[config.mk]
export PLATFORM = sky130hd
export DESIGN_NAME = bkp_data_cmp
export DESIGN_NICKNAME = d
export VERILOG_FILES = /design/src/rtl/bkp_pkg.sv /design/src/rtl/bkp_match_reg.sv /design/src/rtl/bkp_lane_cmp.sv /design/src/rtl/bkp_data_cmp.sv
export SDC_FILE = /design/constraint.sdc
export NUM_CORES = 1
export LEC_CHECK = 0
export CORE_UTILIZATION = 35
export CTS_BUF_LIST = sky130_fd_sc_hd__clkbuf_16
export DETAILED_ROUTE_END_ITERATION = 10
export DONT_BUFFER_PORTS = 1
export GPL_TIMING_DRIVEN = 1
export SLEW_MARGIN = 20
export SYNTH_ARGS = -nofsm -noshare
export SYNTH_HDL_FRONTEND = slang
export SYNTH_HIERARCHICAL = 1
export SYNTH_SLANG_ARGS = --single-unit
export TNS_END_PERCENT = 1
[constraint.sdc]
create_clock -name clk -period 2.81 [get_ports clk]
set_input_delay 0.7025 -clock clk [delete_from_list [all_inputs] [get_ports clk]]
set_output_delay 0.7025 -clock clk [all_outputs]
set_load 0.01 [all_outputs]
[src/rtl/bkp_pkg.sv]
package bkp_pkg;
   typedef enum logic {
      MODE_FULL = 1'b0,
      MODE_DUAL = 1'b1
   } bkp_mode_e;
endpackage

[src/rtl/bkp_match_reg.sv]
module bkp_match_reg #(
   parameter int LANES  = 2,
   parameter int LANE_W = 8,
   localparam int W     = LANES * LANE_W
) (
   input  logic             clk,
   input  logic             por_n,
   input  logic             wr_en,
   input  logic [LANES-1:0] wr_be,
   input  logic [W-1:0]     wr_data,
   output logic [W-1:0]     q
);
   for (genvar i = 0; i < LANES; i++) begin : g_lane
      always_ff @(posedge clk or negedge por_n) begin
         if (!por_n)
            q[i*LANE_W +: LANE_W] <= '0;
         else if (wr_en && wr_be[i])
            q[i*LANE_W +: LANE_W] <= wr_data[i*LANE_W +: LANE_W];
      end

      // a lane without its strobe keeps its content
      a_r11_lane_hold: assert property (@(posedge clk) disable iff (!por_n)
         !(wr_en && wr_be[i]) |=> $stable(q[i*LANE_W +: LANE_W]));
   end

   // nothing but a write or power-on reset changes the word
   a_r2_word_hold: assert property (@(posedge clk) disable iff (!por_n)
      !wr_en |=> $stable(q));
endmodule

[src/rtl/bkp_lane_cmp.sv]
module bkp_lane_cmp
   import bkp_pkg::*;
#(
   parameter int LANE_W = 8
) (
   input  logic [LANE_W-1:0] ref_byte,
   input  logic [LANE_W-1:0] addr_byte,
   input  logic [LANE_W-1:0] data_byte,
   input  bkp_mode_e         mode,
   input  logic              dbus_en,
   input  logic              mask,
   output logic              hit
);
   always_comb begin
      if (mask)
         hit = 1'b1;
      else if (mode == MODE_DUAL)
         hit = (addr_byte == ref_byte);
      else if (!dbus_en)
         hit = 1'b1;
      else
         hit = (data_byte == ref_byte);
   end
endmodule

[src/rtl/bkp_data_cmp.sv]
module bkp_data_cmp
   import bkp_pkg::*;
#(
   parameter int LANES  = 2,
   parameter int LANE_W = 8,
   localparam int W     = LANES * LANE_W
) (
   input  logic             clk,
   input  logic             por_n,
   input  logic             rst_n,
   input  logic [W-1:0]     addr,
   input  logic [W-1:0]     data,
   input  logic             bus_valid,
   input  logic             dual_mode,
   input  logic             bp_en,
   input  logic             dbus_en,
   input  logic [LANES-1:0] byte_mask,
   input  logic             wr_en,
   input  logic [LANES-1:0] wr_be,
   input  logic [W-1:0]     wr_data,
   output logic             match
);
   if (LANES < 1) begin : g_bad_lanes
      $error("bkp_data_cmp: LANES must be at least 1");
   end
   if (LANE_W < 1) begin : g_bad_width
      $error("bkp_data_cmp: LANE_W must be at least 1");
   end

   logic [W-1:0]     word_q;
   logic [LANES-1:0] lane_hit;
   bkp_mode_e        mode;

   assign mode = bkp_mode_e'(dual_mode);

   bkp_match_reg #(.LANES(LANES), .LANE_W(LANE_W)) u_reg (
      .clk     (clk),
      .por_n   (por_n),
      .wr_en   (wr_en),
      .wr_be   (wr_be),
      .wr_data (wr_data),
      .q       (word_q)
   );

   for (genvar i = 0; i < LANES; i++) begin : g_cmp
      bkp_lane_cmp #(.LANE_W(LANE_W)) u_lane (
         .ref_byte  (word_q[i*LANE_W +: LANE_W]),
         .addr_byte (addr[i*LANE_W +: LANE_W]),
         .data_byte (data[i*LANE_W +: LANE_W]),
         .mode      (mode),
         .dbus_en   (dbus_en),
         .mask      (byte_mask[i]),
         .hit       (lane_hit[i])
      );
   end

   always_ff @(posedge clk or negedge por_n) begin
      if (!por_n)
         match <= 1'b0;
      else if (!rst_n)
         match <= 1'b0;
      else
         match <= bus_valid && bp_en && !wr_en && (&lane_hit);
   end

   // a request needs a valid cycle one clock earlier
   a_r8_needs_valid: assert property (@(posedge clk) disable iff (!por_n || !rst_n)
      match |-> $past(bus_valid));

   // no request while globally disabled
   a_r9_disabled_quiet: assert property (@(posedge clk) disable iff (!por_n || !rst_n)
      match |-> $past(bp_en));

   // a write cycle never yields a request
   a_r10_write_quiet: assert property (@(posedge clk) disable iff (!por_n || !rst_n)
      $past(wr_en) |-> !match);

   // fully masked, enabled, valid cycles always match
   a_r6_all_masked: assert property (@(posedge clk) disable iff (!por_n || !rst_n)
      (bus_valid && bp_en && !wr_en && (&byte_mask) && rst_n) |=> match);
endmodule

[Word-level counts from Yosys, hierarchy flattened]
Cells that the tools add are included.
Word-level totals
  input port bits: 60
  output and inout port bits: 1
  word-level logic and storage cells: 21
  register bits: 17
Operators by class
  eq/ne operators: 4
  muxes and demuxes: 7
  reduce and logical (&&, ||, !) cells: 7
Operators with widths (count)
  equality test 8 bit: 4
  2-to-1 mux 1 bit: 7
  logical AND 1 bit: 5
  AND reduction 2 bit: 1
  logical NOT 1 bit: 1

[Longest topological paths before layout]
  word-level depth: 7
  gate-level depth with buffers: 6
  depth with buffers taken out: 6

[By module]
Netlist, hierarchy kept.
By module, submodules not included
  bkp_match_reg: instances 1, seq. area each 400.4 µm², cells an instance 34, area an instance 593.1 µm²
  bkp_lane_cmp: instances 2, seq. area each 0.0 µm², cells an instance 23, area an instance 185.2 µm²
  bkp_data_cmp: instances 1, seq. area each 25.0 µm², cells an instance 3, area an instance 43.8 µm²

[Least setup slack after synthesis]
Ideal clock, no wire load.
  path kind: input-to-reg
  from: input data[4]
  to: register match
  data required time: 2.730 ns
  arrival: 1.543 ns
  setup time: 0.080 ns
  setup slack: 1.187 ns
  stages on the path: 6
  path through: xor2_1 -> nor4_1 -> a21boi_1 -> o21ai_1 -> nand4_1 -> nor3b_2
Between the ends
  longest elaborated chain between the ends: 7
RTL lines
  start, declared: line bkp_data_cmp.sv:12  | input logic [W-1:0] data,
  equality test 8 bit: line bkp_lane_cmp.sv:22  | hit = (data_byte == ref_byte);
  2-to-1 mux 1 bit: line bkp_lane_cmp.sv:19  | else if (!dbus_en)
  2-to-1 mux 1 bit: line bkp_lane_cmp.sv:17  | else if (mode == MODE_DUAL)
  2-to-1 mux 1 bit: line bkp_lane_cmp.sv:15  | if (mask)
  named net lane_hit[0]: line bkp_data_cmp.sv:31  | logic [LANES-1:0] lane_hit;
  AND reduction 2 bit: line bkp_data_cmp.sv:63  | match <= bus_valid && bp_en && !wr_en && (&lane_hit);
  logical AND 1 bit: line bkp_data_cmp.sv:63
  2-to-1 mux 1 bit: line bkp_data_cmp.sv:60  | else if (!rst_n)
  end signal, assigned: line bkp_data_cmp.sv:63
  end, declared: line bkp_data_cmp.sv:21  | output logic match
The timed path passes the listed nets, and every way through them passes these cells.
A chain may end at the register's enable or synchronous reset.

[Final worst setup path]
  from: input addr[3]
  to: register match
Between the ends
  longest elaborated chain between the ends: 6
RTL lines
  start, declared: line bkp_data_cmp.sv:11  | input logic [W-1:0] addr,
  equality test 8 bit: line bkp_lane_cmp.sv:18  | hit = (addr_byte == ref_byte);
  2-to-1 mux 1 bit: line bkp_lane_cmp.sv:17
  2-to-1 mux 1 bit: line bkp_lane_cmp.sv:15
  named net lane_hit[0]: line bkp_data_cmp.sv:31
  AND reduction 2 bit: line bkp_data_cmp.sv:63
  logical AND 1 bit: line bkp_data_cmp.sv:63
  2-to-1 mux 1 bit: line bkp_data_cmp.sv:60
The timed path passes the listed nets, and every way through them passes these cells.

==> impl_metrics.csv <==
group,metric,value,unit
global_routing,grt_use_met2,24.1,%
global_routing,use_met3,5.12,%
logic_synthesis,yosysTopAreaCellShare,42.2,%
worst_setup_path,cp_max_fo,1,
floorplan,ios,61,
floorplan,rows,19,
job,maxCapViolCount,0,
place,gp_congestion,0.720,
layout,final_nets,148,
logic_synthesis,syn_inst,83,
global_routing,grt_max_degree,18,
logic_synthesis,syn_nets,143,
worst_setup_path,rr_worst_depth,6,
global_routing,grt_pass1_vias,715,
timing,fin_tns_setup,0,ns
layout,layout_common_cells,"xor2_1 (30), dfrtp_1 (17), mux2_2 (16), nor4_1 (6), clkbuf_16 (3)",
power_and_ir_drop,power.static_leakage,0.468,nW
timing,fmax,644,MHz
clock_tree,clkLatencyLatePin,0.24,ns
floorplan,start_util,36.8,%
timing,skew,0.000491,ns
global_routing,overflow,0,
route,final_antenna_net_count,0,
clock_tree,cts_resized,0,
logic_synthesis,yosysSeqAreaShare,42.2,%
timing,fin_crit,1.55,ns
worst_setup_path,cp.required,2.97,ns
status,status,"completed",
global_routing,grt_util_met1,15.0,%
hold_path,hp-class,"input port to asynchronous set/reset pin",
route,dr.pass1.iters,6,
logic_synthesis,netlist_top_cells_area,"dfrtp_1 (42%), xor2_1 (26%), mux2_2 (18%)",
global_routing,antenna_found_initial,0,
place,place.port_buffers,0,
clock_tree,cts_tree,"done",
timing,rsz0062_at_grt,"false",
layout,drive_gt1_share,25.3,%
timing,worst_pin_slew,0.302,ns
timing,relSlewSlack,79.7,%
worst_setup_path,worstPathArrival,1.72,ns
layout,diodes,0,
timing,setup_viol,0,
worst_setup_path,start_kind,"input port",
place,dpl_worst_slack,0.975,ns
power_and_ir_drop,ir_worst_vdd,0.000302,V
route,drtIter0Drc,13,
logic_synthesis,yosysTopAreaCell,"dfrtp_1",
worst_setup_path,critical_path.endpoint_type,"flop",
timing,post-route-period-util,55.3,%
layout,area_growth,11.7,%
clock_tree,cts_num_sinks,17,
place,place_hpwl,1710,um
route,viasPerCell,5.31,
power_and_ir_drop,p_per_area,628,nW/um^2
clock_tree,cts_hold_buf,0,
timing,setup_slack,1.26,ns
floorplan,die_h,55.6,um
logic_synthesis,postSynthAreaPerCell,12.1,um^2
route,drt_drc_violations_left,0,
global_routing,top_usage_layer,"met2",
layout,mostFrequentLayoutCell,"xor2_1",
route,routedWlPerCell,17.2,um
clock_tree,post_cts_buffers,0,
clock_tree,cts.reportedPaths.clkPinSlew,0.05,ns
logic_synthesis,syn_area,1010,um^2
logic_synthesis,ys_ff_latch,17,
logic_synthesis,synth_cell_type_count,12,
clock_tree,ctsRootBufferMaster,"clkbuf_16",
clock_tree,clock_path_buffers,2,
layout,fin_area,1120,um^2
route,vias,627,
logic_synthesis,yosysWarningCount,6,
place,post_dp_cell_area,1050,um^2
floorplan,die-area,3100,um^2
floorplan,dieWidth,55.6,um
timing,hold_viol,0,
route,routed_wl,2030,um
global_routing,grt_pass1_wl,3270,um
global_routing,track_usage,13.9,%
clock_tree,h-tree-depth,1,
worst_setup_path,crit_type,"input port to flop",
floorplan,fp.coreArea,2730,um^2
timing,slew_violations,0,
clock_tree,numCtsBuffers,3,
[report_power, final]
part,leakage [nW],switching (mW),internal (mW)
registers,0.202,0.0366,0.280
logic,0.224,0.0442,0.0733
clock network,0.0423,0.0834,0.188
[sequential cells by signal, indices dropped and copies added (netlist names)]
register and count:
match 1, u_reg/q 16
[metal layers]
layer | up-vias | wire length, um
li1 | 300 | -
met1 | 306 | 823
met2 | 19 | 1040
met3 | 2 | 145
met4 | 0 | 20
met5 | - | 0
[final cells by class]
class / instances / area, um^2
fillers: 258 / 1610
multi-input cells: 66 / 582
flip-flops and latches: 17 / 425
clock buffers: 3 / 75.1
well taps: 31 / 38.8
clock inverters: 1 / 3.75
[kinds of logic (layout without fill, tap and decap cells)]
kind of cell,Yosys count,count (layout),share of synthesized area (%)
xor gates and xnor gates,32,32,27.8
DFF,17,17,42.2
muxes,16,16,17.9
and+or+nand+nor,12,12,7.83
AOI/OAI and AO/OA,6,6,4.22
buffers and inverters,0,4,0
[cell usage after synthesis]
master    count
o21ai_1       2
nor4_1        6
a21boi_1      2
nor3b_2       1
a41oi_1       2
xor2_1       30
mux2_2       16
nand4_1       1
nor3_1        2
nand2_2       2
xnor2_1       2
dfrtp_1      17
[final timing paths]
check                            start           to  slack, ns
max in group asynchronous        por_n  u_reg/q[13]       2.58
min reg2reg                u_reg/q[13]  u_reg/q[13]       0.57
min in group clk                 wr_en        match       0.52
min                              por_n  u_reg/q[15]       0.15
max reg2reg                 u_reg/q[3]        match       1.27
max                            addr[3]        match       1.26
[stage by stage]
stage,hold WS [ns],power [mW],utilization [%],instances
6_report,0.155,0.706,41.1,118
5_1_grt,0.143,0.744,41.1,118
4_1_cts,0.150,0.717,41.1,118
3_5_place_dp,0.407,0.440,38.3,114
3_3_place_gp,0.407,0.435,38.3,114
2_1_floorplan,0.407,0.417,-,83
[critical path: stages]
cell and delay, ns:
xor2_1 0.12, nor4_1 0.33, a41oi_1 0.15, o21ai_1 0.10, nand4_1 0.13, nor3b_2 0.17
Note: power is estimated with default switching activity, not from simulation.
